--- src/rtl/pte_coal_pkg.sv ---
package pte_coal_pkg;
  // Strobes sent from control to datapath
  typedef struct packed {
    logic load;  // capture the offered line
    logic pop;   // current entry handed off
  } ctlStrobes_t;
endpackage

--- src/rtl/pte_coal_dp.sv ---
module pte_coal_dp
  import pte_coal_pkg::*;
#(
  parameter int VPN_W      = 20,
  parameter int PPN_W      = 20,
  parameter int LINE_PTES  = 8,
  parameter int GROUP_PTES = 4
) (
  input  logic                          clk,
  input  logic                          rstN,
  input  ctlStrobes_t                   strobes,
  input  logic [VPN_W-1:0]              lineVpn,
  input  logic [$clog2(LINE_PTES)-1:0]  missIdx,
  input  logic [LINE_PTES-1:0]          pteValid,
  input  logic [LINE_PTES*PPN_W-1:0]    ptePpn,
  output logic                          anyPending,
  output logic                          lastPending,
  output logic [VPN_W-1:0]              entVpn,
  output logic [PPN_W-1:0]              entPpn,
  output logic [$clog2(GROUP_PTES)-1:0] entLenM1
);
  localparam int IDX_W = $clog2(LINE_PTES);
  localparam int LEN_W = $clog2(GROUP_PTES);

  logic [PPN_W-1:0]     inPpn [LINE_PTES];
  logic [LINE_PTES-1:0] inCont, inStart;
  logic [IDX_W-1:0]     inHead;

  logic [PPN_W-1:0]     ppnQ [LINE_PTES];
  logic [LINE_PTES-1:0] contQ, pendQ;
  logic [VPN_W-1:0]     baseQ;
  logic [IDX_W-1:0]     headQ;
  logic                 headFirstQ;

  logic [IDX_W-1:0]     lowIdx, selIdx;
  logic [LEN_W-1:0]     lenCnt;

  // Per-slot continuation and run-start detection on the incoming line
  for (genvar i = 0; i < LINE_PTES; i++) begin : g_slot
    assign inPpn[i] = ptePpn[i*PPN_W +: PPN_W];
    if (i % GROUP_PTES == 0) begin : g_edge
      assign inCont[i] = 1'b0;
    end else begin : g_inner
      assign inCont[i] = pteValid[i] && pteValid[i-1] &&
                         (inPpn[i] == inPpn[i-1] + PPN_W'(1));
    end
    assign inStart[i] = pteValid[i] && !inCont[i];
  end

  // Head of the run holding the missed slot: last start at or below it
  always_comb begin
    inHead = '0;
    for (int j = 0; j < LINE_PTES; j++) begin
      if (inStart[j] && (IDX_W'(j) <= missIdx)) inHead = IDX_W'(j);
    end
  end

  always_ff @(posedge clk) begin
    if (!rstN) begin
      contQ      <= '0;
      pendQ      <= '0;
      baseQ      <= '0;
      headQ      <= '0;
      headFirstQ <= 1'b0;
      for (int j = 0; j < LINE_PTES; j++) ppnQ[j] <= '0;
    end else if (strobes.load) begin
      contQ      <= inCont;
      pendQ      <= inStart;
      baseQ      <= lineVpn;
      headQ      <= inHead;
      headFirstQ <= pteValid[missIdx];
      for (int j = 0; j < LINE_PTES; j++) ppnQ[j] <= inPpn[j];
    end else if (strobes.pop) begin
      pendQ[selIdx] <= 1'b0;
      headFirstQ    <= 1'b0;
    end
  end

  // Lowest pending start
  always_comb begin
    lowIdx = '0;
    for (int j = LINE_PTES - 1; j >= 0; j--) begin
      if (pendQ[j]) lowIdx = IDX_W'(j);
    end
  end

  assign selIdx = headFirstQ ? headQ : lowIdx;

  // Length of the selected run: count continuation bits after its start
  always_comb begin
    logic             going;
    logic [IDX_W:0]   probe;
    lenCnt = '0;
    going  = 1'b1;
    for (int k = 1; k < GROUP_PTES; k++) begin
      probe = {1'b0, selIdx} + (IDX_W+1)'(k);
      if (going && (probe < (IDX_W+1)'(LINE_PTES)) && contQ[probe[IDX_W-1:0]])
        lenCnt = lenCnt + LEN_W'(1);
      else
        going = 1'b0;
    end
  end

  assign anyPending  = |pendQ;
  assign lastPending = anyPending && ((pendQ & (pendQ - LINE_PTES'(1))) == '0);
  assign entVpn      = baseQ + VPN_W'(selIdx);
  assign entPpn      = ppnQ[selIdx];
  assign entLenM1    = lenCnt;
endmodule

--- src/rtl/pte_coal_ctl.sv ---
module pte_coal_ctl
  import pte_coal_pkg::*;
(
  input  logic        clk,
  input  logic        rstN,
  input  logic        lineValid,
  input  logic        entReady,
  input  logic        anyPending,
  input  logic        lastPending,
  output logic        lineReady,
  output logic        entValid,
  output ctlStrobes_t strobes
);
  typedef enum logic {ST_IDLE, ST_DRAIN} ctlState_t;
  ctlState_t state, stateNext;

  always_comb begin
    stateNext    = state;
    lineReady    = 1'b0;
    entValid     = 1'b0;
    strobes.load = 1'b0;
    strobes.pop  = 1'b0;
    unique case (state)
      ST_IDLE: begin
        lineReady    = 1'b1;
        strobes.load = lineValid;
        if (lineValid) stateNext = ST_DRAIN;
      end
      ST_DRAIN: begin
        entValid    = anyPending;
        strobes.pop = anyPending && entReady;
        if (!anyPending || (strobes.pop && lastPending)) stateNext = ST_IDLE;
      end
      default: stateNext = ST_IDLE;
    endcase
  end

  always_ff @(posedge clk) begin
    if (!rstN) state <= ST_IDLE;
    else       state <= stateNext;
  end
endmodule

--- src/rtl/pte_run_coalescer.sv ---
module pte_run_coalescer
  import pte_coal_pkg::*;
#(
  parameter int VPN_W      = 20,
  parameter int PPN_W      = 20,
  parameter int LINE_PTES  = 8,
  parameter int GROUP_PTES = 4
) (
  input  logic                          clk,
  input  logic                          rstN,
  input  logic                          lineValid,
  output logic                          lineReady,
  input  logic [VPN_W-1:0]              lineVpn,
  input  logic [$clog2(LINE_PTES)-1:0]  missIdx,
  input  logic [LINE_PTES-1:0]          pteValid,
  input  logic [LINE_PTES*PPN_W-1:0]    ptePpn,
  output logic                          entValid,
  input  logic                          entReady,
  output logic [VPN_W-1:0]              entVpn,
  output logic [PPN_W-1:0]              entPpn,
  output logic [$clog2(GROUP_PTES)-1:0] entLenM1
);
  ctlStrobes_t strobes;
  logic        anyPending, lastPending;

  pte_coal_ctl u_ctl (
    .clk(clk), .rstN(rstN), .lineValid(lineValid), .entReady(entReady),
    .anyPending(anyPending), .lastPending(lastPending),
    .lineReady(lineReady), .entValid(entValid), .strobes(strobes)
  );

  pte_coal_dp #(
    .VPN_W(VPN_W), .PPN_W(PPN_W), .LINE_PTES(LINE_PTES), .GROUP_PTES(GROUP_PTES)
  ) u_dp (
    .clk(clk), .rstN(rstN), .strobes(strobes), .lineVpn(lineVpn),
    .missIdx(missIdx), .pteValid(pteValid), .ptePpn(ptePpn),
    .anyPending(anyPending), .lastPending(lastPending),
    .entVpn(entVpn), .entPpn(entPpn), .entLenM1(entLenM1)
  );
endmodule

--- config.mk ---
export PLATFORM = sky130hd
export DESIGN_NAME = pte_run_coalescer
export DESIGN_NICKNAME = d
export VERILOG_FILES = /design/src/rtl/pte_coal_pkg.sv /design/src/rtl/pte_coal_dp.sv /design/src/rtl/pte_coal_ctl.sv /design/src/rtl/pte_run_coalescer.sv
export SDC_FILE = /design/constraint.sdc
export NUM_CORES = 1
export LEC_CHECK = 0
export ABC_CLOCK_PERIOD_IN_PS = 5400
export BUFFER_PORTS_ARGS = -buffer_cell sky130_fd_sc_hd__buf_2
export CORE_MARGIN = 2
export CORE_UTILIZATION = 39
export CTS_CLUSTER_DIAMETER = 50
export DETAILED_ROUTE_END_ITERATION = 6
export GPL_TIMING_DRIVEN = 0
export HOLD_SLACK_MARGIN = 0.03
export SYNTH_ARGS = -nofsm -noshare
export SYNTH_HDL_FRONTEND = slang
export SYNTH_SLANG_ARGS = --single-unit
--- constraint.sdc ---
create_clock -name clk -period 5.4 [get_ports clk]
set_input_delay 0.54 -clock clk [delete_from_list [all_inputs] [get_ports clk]]
set_output_delay 0.54 -clock clk [all_outputs]
set_load 0.05 [all_outputs]
Word level (Yosys, flattened, before mapping)
Memories as Yosys holds them, arrays and structs flattened.
Index checks and enable logic that the tools add are counted.
{"block": "word_totals", "inputBits": 195, "mem_bits_rw": 160, "regBits": 39, "word_cells": 153, "n_memories": 1, "output_inout_bits": 44}
{"name": "u_dp.ppnQ", "words": 8, "width": 20, "read_ports": 1, "rd_ports_with_merged_regs": 0, "write_ports": 8, "line_no": "pte_coal_dp.sv:29", "source": "logic [PPN_W-1:0] ppnQ [LINE_PTES];"}
{"block": "classes", "bitwise": 12, "n_addsub": 13, "muxes": 54, "magnitude_cmp": 16, "n_eq_ne": 6, "n_reduce_logical": 45}
{"operator": "$mux 20", "count": 8}
{"operator": "$add 20x1->20 const B", "count": 6}
{"operator": "$eq 20x20->1", "count": 6}
{"operator": "$mux 3", "count": 15}
{"operator": "$logic_and 1x1->1", "count": 34}
{"operator": "$mux 1", "count": 21}
{"operator": "$add 20x3->20", "count": 1}
{"operator": "$lt 3x4->1 const B", "count": 5}
{"operator": "$and 8x8->8", "count": 2}
{"operator": "$mux 8", "count": 2}
{"operator": "$bmux 1 s3", "count": 4}
{"operator": "$le 3x3->1 const A", "count": 4}
{"operator": "$lt 4x4->1 const B", "count": 3}
{"operator": "$add 3x2->4 const B", "count": 2}
{"operator": "$logic_not 8->1", "count": 1}
{"operator": "$not 8->8", "count": 1}
{"operator": "$or 1x1->1", "count": 8}
{"operator": "$reduce_or 8->1", "count": 1}
{"operator": "$sub 8x1->8 const B", "count": 1}
{"operator": "$logic_not 1->1", "count": 7}
{"operator": "$le 2x3->1 const A", "count": 2}
{"operator": "$add 3x1->4 const B", "count": 1}
{"operator": "$mux 2", "count": 2}
{"operator": "$demux 1 s3", "count": 1}
{"operator": "8 further kinds", "count": 8}

Logic depth before layout (Yosys ltp)
Gate-level depths: netlist of run 1.
{"block": "depth", "ltp_word": 20, "mapped_depth": 16, "depth_no_buf": 15}

Hierarchy
A second synthesis of run 1 with hierarchy kept.
{"block": "unflattened", "cells_unflattened": 1624, "area_unflattened_um2": 14184.9}
{"mod": "pte_coal_dp", "instances": 1, "seq_area_each_um2": 5565.3, "area_each_um2": 14118.5, "cells_per_inst": 1616}
{"mod": "pte_coal_ctl", "instances": 1, "seq_area_each_um2": 20.0, "area_each_um2": 66.3, "cells_per_inst": 8}

Worst setup path before layout of run 1
Ideal clock, no wire load.
{"block": "synth_timing", "path_kind": "input port to flip-flop", "from": "in lineValid", "to": "mem u_dp.ppnQ[0][0] (enable)", "t_arrival_ns": 4.370, "path_stages": 4, "setup_time_ns": 0.513, "required_ns": 4.887, "path_slack_ns": 0.517, "n_path_buf": 1, "cell_sequence": "nor2b_1 > clkdlybuf4s50_2 > nor2b_1 > inv_1"}
{"item": "start: declaration", "line_no": "pte_run_coalescer.sv:11", "source": "input logic lineValid,"}
{"item": "end: declaration", "line_no": "pte_coal_dp.sv:29"}

Worst setup path after layout of run 1
{"block": "layout_timing", "from": "reg u_dp.pendQ[0]", "to": "out entLenM1[0]"}
{"block": "layout_between", "elab_chain_len": 13, "elab_cells_between_ends": 26, "cone_classes": "add/sub: 5; order compare: 3; mux: 13; reduce/logical: 5"}
{"item": "start: declaration", "line_no": "pte_coal_dp.sv:30", "source": "logic [LINE_PTES-1:0] contQ, pendQ;"}
{"item": "start signal: assignment", "line_no": "pte_coal_dp.sv:68", "source": "pendQ <= inStart;"}
{"item": "$mux 3 (*)", "line_no": "pte_coal_dp.sv:83", "source": "if (pendQ[j]) lowIdx = IDX_W'(j);"}
{"item": "$mux 3 (*)", "line_no": "pte_coal_dp.sv:87", "source": "assign selIdx = headFirstQ ? headQ : lowIdx;"}
{"item": "parallel branches: the longest is 10 deep, another holds $add 3x1->4"}
{"item": "$mux 2 (*)", "line_no": "pte_coal_dp.sv:97", "source": "if (going && (probe < (IDX_W+1)'(LINE_PTES)) && contQ[probe[IDX_W-1:0]])"}
{"item": "end: declaration", "line_no": "pte_run_coalescer.sv:21", "source": "output logic [$clog2(GROUP_PTES)-1:0] entLenM1"}
Mark *: on every way between the ends. The select of a mux whose other input is x is not followed.

==> results of run 1 <==
metal layers:
metal  wire (µm)  global-route usage
met3        3701             0.03575
met4        1006             0.07436
met2       22520              0.4057
met1       21820              0.3649
met5           0                   0
through the flow:
| stage | hold WS (ps) | area, µm² | setup slack, ps | total power [mW] |
|---|---|---|---|---|
| after floorplan | 443.5 | 14190 | 517.4 | 2.889 |
| after global placement | 453.7 | 15770 | -1003 | 3.377 |
| after detailed placement | 466.4 | 15810 | 486.9 | 3.379 |
| after CTS | 321.7 | 16430 | 48.80 | 4.726 |
| after global routing | 337.3 | 16430 | 35.97 | 4.900 |
| final | 330.7 | 16430 | 278.8 | 4.717 |
power by group through the flow:
stage | Clock, mW | Sequential (mW) | Combinational, mW
2_1_floorplan | 0 | 1.88 | 1.01
3_3_place_gp | 0 | 1.90 | 1.48
3_5_place_dp | 0 | 1.89 | 1.49
4_1_cts | 1.37 | 1.85 | 1.50
5_1_grt | 1.42 | 1.86 | 1.61
6_report | 1.36 | 1.85 | 1.50
state kept, by name (all words and copies together), names as in the netlist:
name             count
u_ctl.state          1
u_dp.contQ           6
u_dp.pendQ           8
u_dp.headQ           3
u_dp.ppnQ          160
u_dp.headFirstQ      1
u_dp.baseQ          20
layout make-up:
type                            count  area (µm²)
Inverter                           36       140.1
Tap cell                          461       576.8
Sequential cell                   199        5585
Fill cell                        3446       19220
Clock buffer                       17       425.4
Clock inverter                     15       186.4
Timing Repair Buffer              203        1039
Multi-Input combinational cell   1099        7954
Antenna cell                        1       2.502
Buffer                            109       525.5
logic make-up (layout without fill, tap and decap cells):
| group | count (synthesis) | in the layout |
|---|---|---|
| compound gates | 211 | 211 |
| xor+xnor | 165 | 165 |
| fa+ha+maj | 19 | 19 |
| buf+inv | 145 | 380 |
| flops | 199 | 199 |
| mux | 63 | 63 |
| other cells | 0 | 1 |
| simple gates | 641 | 641 |
critical path: cells and delay by family, from the launching register on:
kind | cells | cell delay (ps)
simple gates | 5 | 1080
mux | 1 | 430
xor+xnor | 1 | 130
flops | 1 | 390
compound gates | 4 | 480
fa+ha+maj | 2 | 510
buf+inv | 3 | 1080
cells in the final DEF, fill, tap and decap left out, types with 15 or more instances in the layout:
| master | count |
|---|---|
| and4_1 | 15 |
| mux2i_1 | 17 |
| o21ai_0 | 31 |
| clkbuf_1 | 77 |
| nor3_1 | 22 |
| and2_1 | 49 |
| mux4_2 | 43 |
| nor2b_1 | 16 |
| dfxtp_1 | 39 |
| edfxtp_1 | 160 |
| inv_1 | 34 |
| nand3_1 | 50 |
| nor4_1 | 17 |
| nand4_1 | 43 |
| clkbuf_16 | 17 |
| and3_1 | 138 |
| buf_2 | 216 |
| xor2_1 | 70 |
| ha_1 | 17 |
| a21boi_0 | 24 |
| a21oi_1 | 38 |
| nand2_1 | 176 |
| nor2_1 | 56 |
| xnor2_1 | 95 |
synth_stat cells, drive strengths merged (4+ instances only):
library cell  count  area [µm²]
a31oi            12       75.07
a211oi            9       67.56
o31ai             5       37.54
nor2b            16       100.1
o311ai            4       35.03
nor3b             9       67.56
dfxtp            39       780.8
buf              22       122.6
nand2           176       660.6
a2111oi           7       81.33
ha               17       212.7
nand4            46       315.3
nor2             56       210.2
o21a              5       37.54
o41ai             4       61.32
o21ai            32       160.2
or4               4       30.03
and4             16       141.4
o32ai             4       35.03
and2             51       320.3
o22ai             5       31.28
nand3            50       250.2
nand2b            9       56.30
mux4             43       968.4
a21boi           24       180.2
nor4             21       173.9
nor3             24       130.1
mux2i            17       170.2
xnor2            95       832.1
edfxtp          160        4805
and3            141       885.9
a311oi            4       35.03
o211ai            6       45.04
a211o             5       43.79
nor4b             4       35.03
clkbuf           85       379.1
inv              36       135.1
a21oi            39       198.9
xor2             70       613.1
a41o              4       40.04
nand3b            4       30.03
final timing paths:
kind                            cells past startpoint                    endpoint                        from  slack (ps)
worst max-delay path                               16                 entLenM1[0]  u_dp.pendQ[0]$_SDFFE_PN0P_         280
worst min-delay path                                3  u_dp.baseQ[3]$_SDFFE_PN0P_                  lineVpn[3]         330
worst max register to register                     10  u_dp.pendQ[2]$_SDFFE_PN0P_  u_dp.pendQ[0]$_SDFFE_PN0P_        2320
worst min register to register                      2  u_dp.baseQ[2]$_SDFFE_PN0P_  u_dp.baseQ[2]$_SDFFE_PN0P_         480
==> results.toml, run 1 <==
[clock_network]
htree_levels = 4
clock_sinks = 199
insertion_delay_ps = 450
cts-root-buf = "clkbuf_16"
ctsResizeCount = 1
cts_max_path_buffers = 2
postCtsSetupRepairBufs = 0
cts_tree = "yes"
cts_buffers = 17
clk_pin_slew_worst_paths_ps = 80
cts_hold_buf = 0

[setup_path]
crit_slowest_cell = "or4_1"
critical_path.max_stage_delay_ps = 600
path_cells = "or4_1 -> a211oi_1 -> a21o_1 -> clkbuf_1 -> clkbuf_2 -> ha_1 -> mux4_2 -> nand2_1 -> o31ai_1 -> and3_1 -> ha_1 -> nand2_1 -> a21oi_1 -> nand3_1 -> xnor2_1 -> buf_2"
critPathKind = "flip-flop to primary output"
required_ps = 4860
crit_fanout = 12
worstPathArrival_ps = 4580
critPathLaunchType = "flip-flop"
endpoint_kind = "primary output"

[power_and_ir_drop]
internal_power_mw = 3.017
switching_power_mw = 1.701
p_leak_nw = 6.671
p_per_area_nw_per_um2 = 287.0
p_comb_frac = 0.319
power_frac_clock = 0.289
swShare = 0.3605
ir_drop_mv = 0.1825
seqPwrFrac = 0.393

[global_route]
grt_max_degree = 95
grt_pass1_wl_um = 73190
grt_usage = 0.2562
antenna_found_initial = 1
grt_pass1_vias = 11830
globalRoute.totalOverflow = 0

[floorplanning]
pin_count = 239
chipHeight_um = 194.7
start_util = 0.3979
rows = 69
core_area_um2 = 35660
dieArea_um2 = 37920
chipWidth_um = 194.7

[route]
via_per_inst = 5.805
drc = 0
drt-pass1-iter-count = 5
ant_nets = 0
vias = 12420
wl_per_cell_um = 22.92
drtIter0Drc = 1308
wirelength_um = 49040

[synth]
postSynthAreaPerCell_um2 = 9.831
synth_edf_count = 160
synthArstFlopShare = 0
synth_top_family_by_area = "simple AND/OR/NAND/NOR gates"
postSynthCellCount = 1443
synth_flop_cell = "edfxtp_1"
synth.distinct_cells = 98
synth_fp_nets = 1656
synth_compound_area_frac = 0.1099
synth-seq-cells = 199
yosys_warnings = 0
yosysSeqAreaShare = 0.3937
synthSimpleGateAreaFrac = 0.2484
yosys-mux-area-fraction = 0.08264
synthAdderAreaFrac = 0.01711
synth_xor_area_frac = 0.1019
syn_area_um2 = 14190

[finish]
layout.cells.non_filler = 2140
drive_above_1_share = 0.2014
layout.nets = 1878
final_util = 0.4609
area.growth.synth_to_final_pct = 15.85

[timing]
finClkSkew_ps = 10.94
slew_headroom = 0.3875
fin_crit_sh = 0.9484
hold_viol = 0
setup_viol = 0
fmax_ghz = 0.1953
drv_slew = 0
fin_setup_tns_ps = 0
fin_crit_ps = 5121
worst_slew_pin_slew_ps = 910.3
rsz0062_at_grt = "false"

[placed_design]
gp_congestion = 0.9176
hpwl_um = 38610
dp.cells = 2107
io_buffers = 202

[min_path]
hold_class = "input port to flip-flop"

[outcome]
status = "finished clean"

[run]
max_cap_violations = 0
Power figures use the tool's default switching activity.
==> inputs of run 2 (changes only) <==
CELL_PAD_IN_SITES_DETAIL_PLACEMENT = 1   (was default)
CELL_PAD_IN_SITES_GLOBAL_PLACEMENT = 1   (was default)
GPL_ROUTABILITY_DRIVEN = 0   (was default)
PLACE_DENSITY_LB_ADDON = 0.1   (was default)
==> run 2 against run 1 <==
Compared with the run above:
- core utilization decreased by 0.063 points
- sequential power about the same
- critical path depth unchanged
- clock skew about the same
==> results.toml, run 2 (synthesis results as in run 1) <==
[route]
drtIter0Drc = 1047
wirelength_um = 52810
drt-pass1-iter-count = 6
drc = 0
ant_nets = 0
vias = 12650
via_per_inst = 5.913
wl_per_cell_um = 24.69

[min_path]
min_to = "u_dp.baseQ[18]$_SDFFE_PN0P_"
whs_path_depth = 3
hold_class = "input port to flip-flop"
min_from = "lineVpn[18]"

[timing]
fin_crit_sh = 0.9361
finalWorstSetupSlack_ps = 345.3
fmax_ghz = 0.1978
drv_slew = 0
worst_slew_pin_slew_ps = 1047
rsz0062_at_grt = "false"
finClkSkew_ps = 10.85
fin_setup_tns_ps = 0
slew_headroom = 0.3011
fin_crit_ps = 5055
hold_viol = 0
setup_viol = 0

[global_route]
grt_max_degree = 104
antenna_found_initial = 4
grt_usage = 0.2761
grt_pass1_vias = 12590
globalRoute.totalOverflow = 0
grt_pass1_wl_um = 78650

[floorplanning]
chipHeight_um = 194.7
rows = 69
core_area_um2 = 35660
pin_count = 239
chipWidth_um = 194.7
start_util = 0.3979
dieArea_um2 = 37920

[setup_path]
worst-path-buf-inv = 3
rr_worst_depth = 10
worstPathArrival_ps = 4510
worst_r2r_startpoint = "u_dp.pendQ[0]$_SDFFE_PN0P_"
critPathKind = "flip-flop to primary output"
crit_slowest_cell = "or4_1"
endpoint_kind = "primary output"
critPathLaunchType = "flip-flop"
crit_fanout = 12
critical_path.max_stage_delay_ps = 610
path_cells = "or4_1 -> a211oi_1 -> a21o_1 -> clkbuf_1 -> clkbuf_2 -> ha_1 -> mux4_2 -> nand2_1 -> o31ai_1 -> and3_1 -> ha_1 -> nand2_1 -> a21oi_1 -> nand3_1 -> xnor2_1 -> buf_2"
critPathTopFamily = "simple AND/OR/NAND/NOR gates"
rrSetupSlack_ps = 2420
required_ps = 4860
r2r_end = "u_dp.pendQ[2]$_SDFFE_PN0P_"

[clock_network]
cts_buffers = 17
cts_max_path_buffers = 2
insertion_delay_ps = 460
clock_sinks = 199
htree_levels = 4
clk_pin_slew_worst_paths_ps = 80
cts-root-buf = "clkbuf_16"
cts_hold_buf = 0
cts_tree = "yes"
postCtsSetupRepairBufs = 0

[finish]
largest_register_ffs = 160
top_regs = "u_dp.ppnQ: 160 flops, u_dp.baseQ: 20 flops, u_dp.pendQ: 8 flops"
layout.nets = 1878
final_util = 0.4603
fillers = 4111
final_cell_mix = "216 x buf_2, 176 x nand2_1, 160 x edfxtp_1"
regMostFlops = "u_dp.ppnQ"
seqCellArea_um2 = 5585
multi_input_area_um2 = 7954
mostFrequentLayoutCell = "buf_2"
area.growth.synth_to_final_pct = 15.69
drive_above_1_share = 0.2008
antenna_cells = 0

[placed_design]
hpwl_um = 41530
io_buffers = 202
pre_cts_ws_ps = 220.1

[power_and_ir_drop]
ir_drop_mv = 0.2492
p_total_mw = 4.716
p_leak_nw = 6.662
p_per_area_nw_per_um2 = 287.3

[outcome]
status = "finished clean"

[run]
max_cap_violations = 0
==> run 2: cell types whose count changed in the layout (fill, tap and decap cells not counted) <==
| cell | previous run | this run |
|---|---|---|
| clkinv_1 | 0 | 1 |
| diode_2 | 1 | 0 |
| clkinv_2 | 0 | 1 |
| clkinv_8 | 1 | 2 |
| inv_6 | 5 | 3 |
| inv_8 | 3 | 4 |
| clkinv_4 | 3 | 2 |
| bufinv_16 | 2 | 1 |
==> run 2: layer usage <==
layer / global-route usage / up-vias / part of all wire
li1: - / 5793 / -
met1: 0.3923 / 6366 / 0.46
met4: 0.07664 / 4 / 0.023
met5: 0 / - / 0.00040
met3: 0.03939 / 67 / 0.058
met2: 0.4391 / 418 / 0.46
==> run 2: final cells by class <==
| cell class | instances | share of cell area |
|---|---|---|
| sequential | 199 | 0.3403 |
| clock inverter | 15 | 0.01014 |
| timing repair buffer | 203 | 0.06328 |
| clock buffer | 17 | 0.02592 |
| multi-input combinational | 1099 | 0.4846 |
| inverter | 36 | 0.008539 |
| tap | 461 | 0.03515 |
| buffer | 109 | 0.03202 |
==> run 2: what timing repair did <==
action	in CTS	in global routing
pin swaps	0	0
gates resized for setup	1	5
hold endpoints to repair	0	0
setup endpoints to repair	11	12
==> run 2: how the worst max path moves through the flow <==
stage | slack (ps) | cells after the start | from | end
5_1_grt | 60 | 13 | u_dp.pendQ[7]$_SDFFE_PN0P_ | entVpn[18]
4_1_cts | 10 | 16 | u_dp.pendQ[0]$_SDFFE_PN0P_ | entLenM1[0]
3_3_place_gp | -1180 | 5 | lineValid | u_dp.ppnQ[0][16]$_SDFFCE_PN0P_
6_report | 350 | 16 | u_dp.pendQ[0]$_SDFFE_PN0P_ | entLenM1[0]
3_5_place_dp | 220 | 13 | u_dp.pendQ[7]$_SDFFE_PN0P_ | entVpn[18]
2_1_floorplan | 520 | 4 | lineValid | u_dp.ppnQ[0][0]$_SDFFCE_PN0P_
==> run 2: power by group <==
part / switching [mW] / total, mW / internal (mW) / leakage, nW
clock network: 0.669 / 1.33 / 0.659 / 0.285
registers: 0.0497 / 1.85 / 1.80 / 2.05
logic: 1.03 / 1.53 / 0.509 / 4.33
total: 1.74 / 4.72 / 2.97 / 6.66
==> run 2: worst reg2reg max path, cell delays in order (launching register included) <==
cell and delay [ps]:
dfxtp_1 400, or4_1 610, a211oi_1 240, a21o_1 110, clkbuf_1 320, inv_1 140
clkbuf_1 320, ha_1 320, a211oi_1 240, a31oi_1 90, nor2b_1 130
==> run 2: per-stage QoR <==
step	cells	cell area [µm²]	hold WS, ps
5_1_grt	2139	16410	335.0
6_report	2139	16410	331.2
2_1_floorplan	1443	14190	443.5
3_3_place_gp	2106	15770	453.3
4_1_cts	2139	16410	320.8
3_5_place_dp	2107	15810	465.2
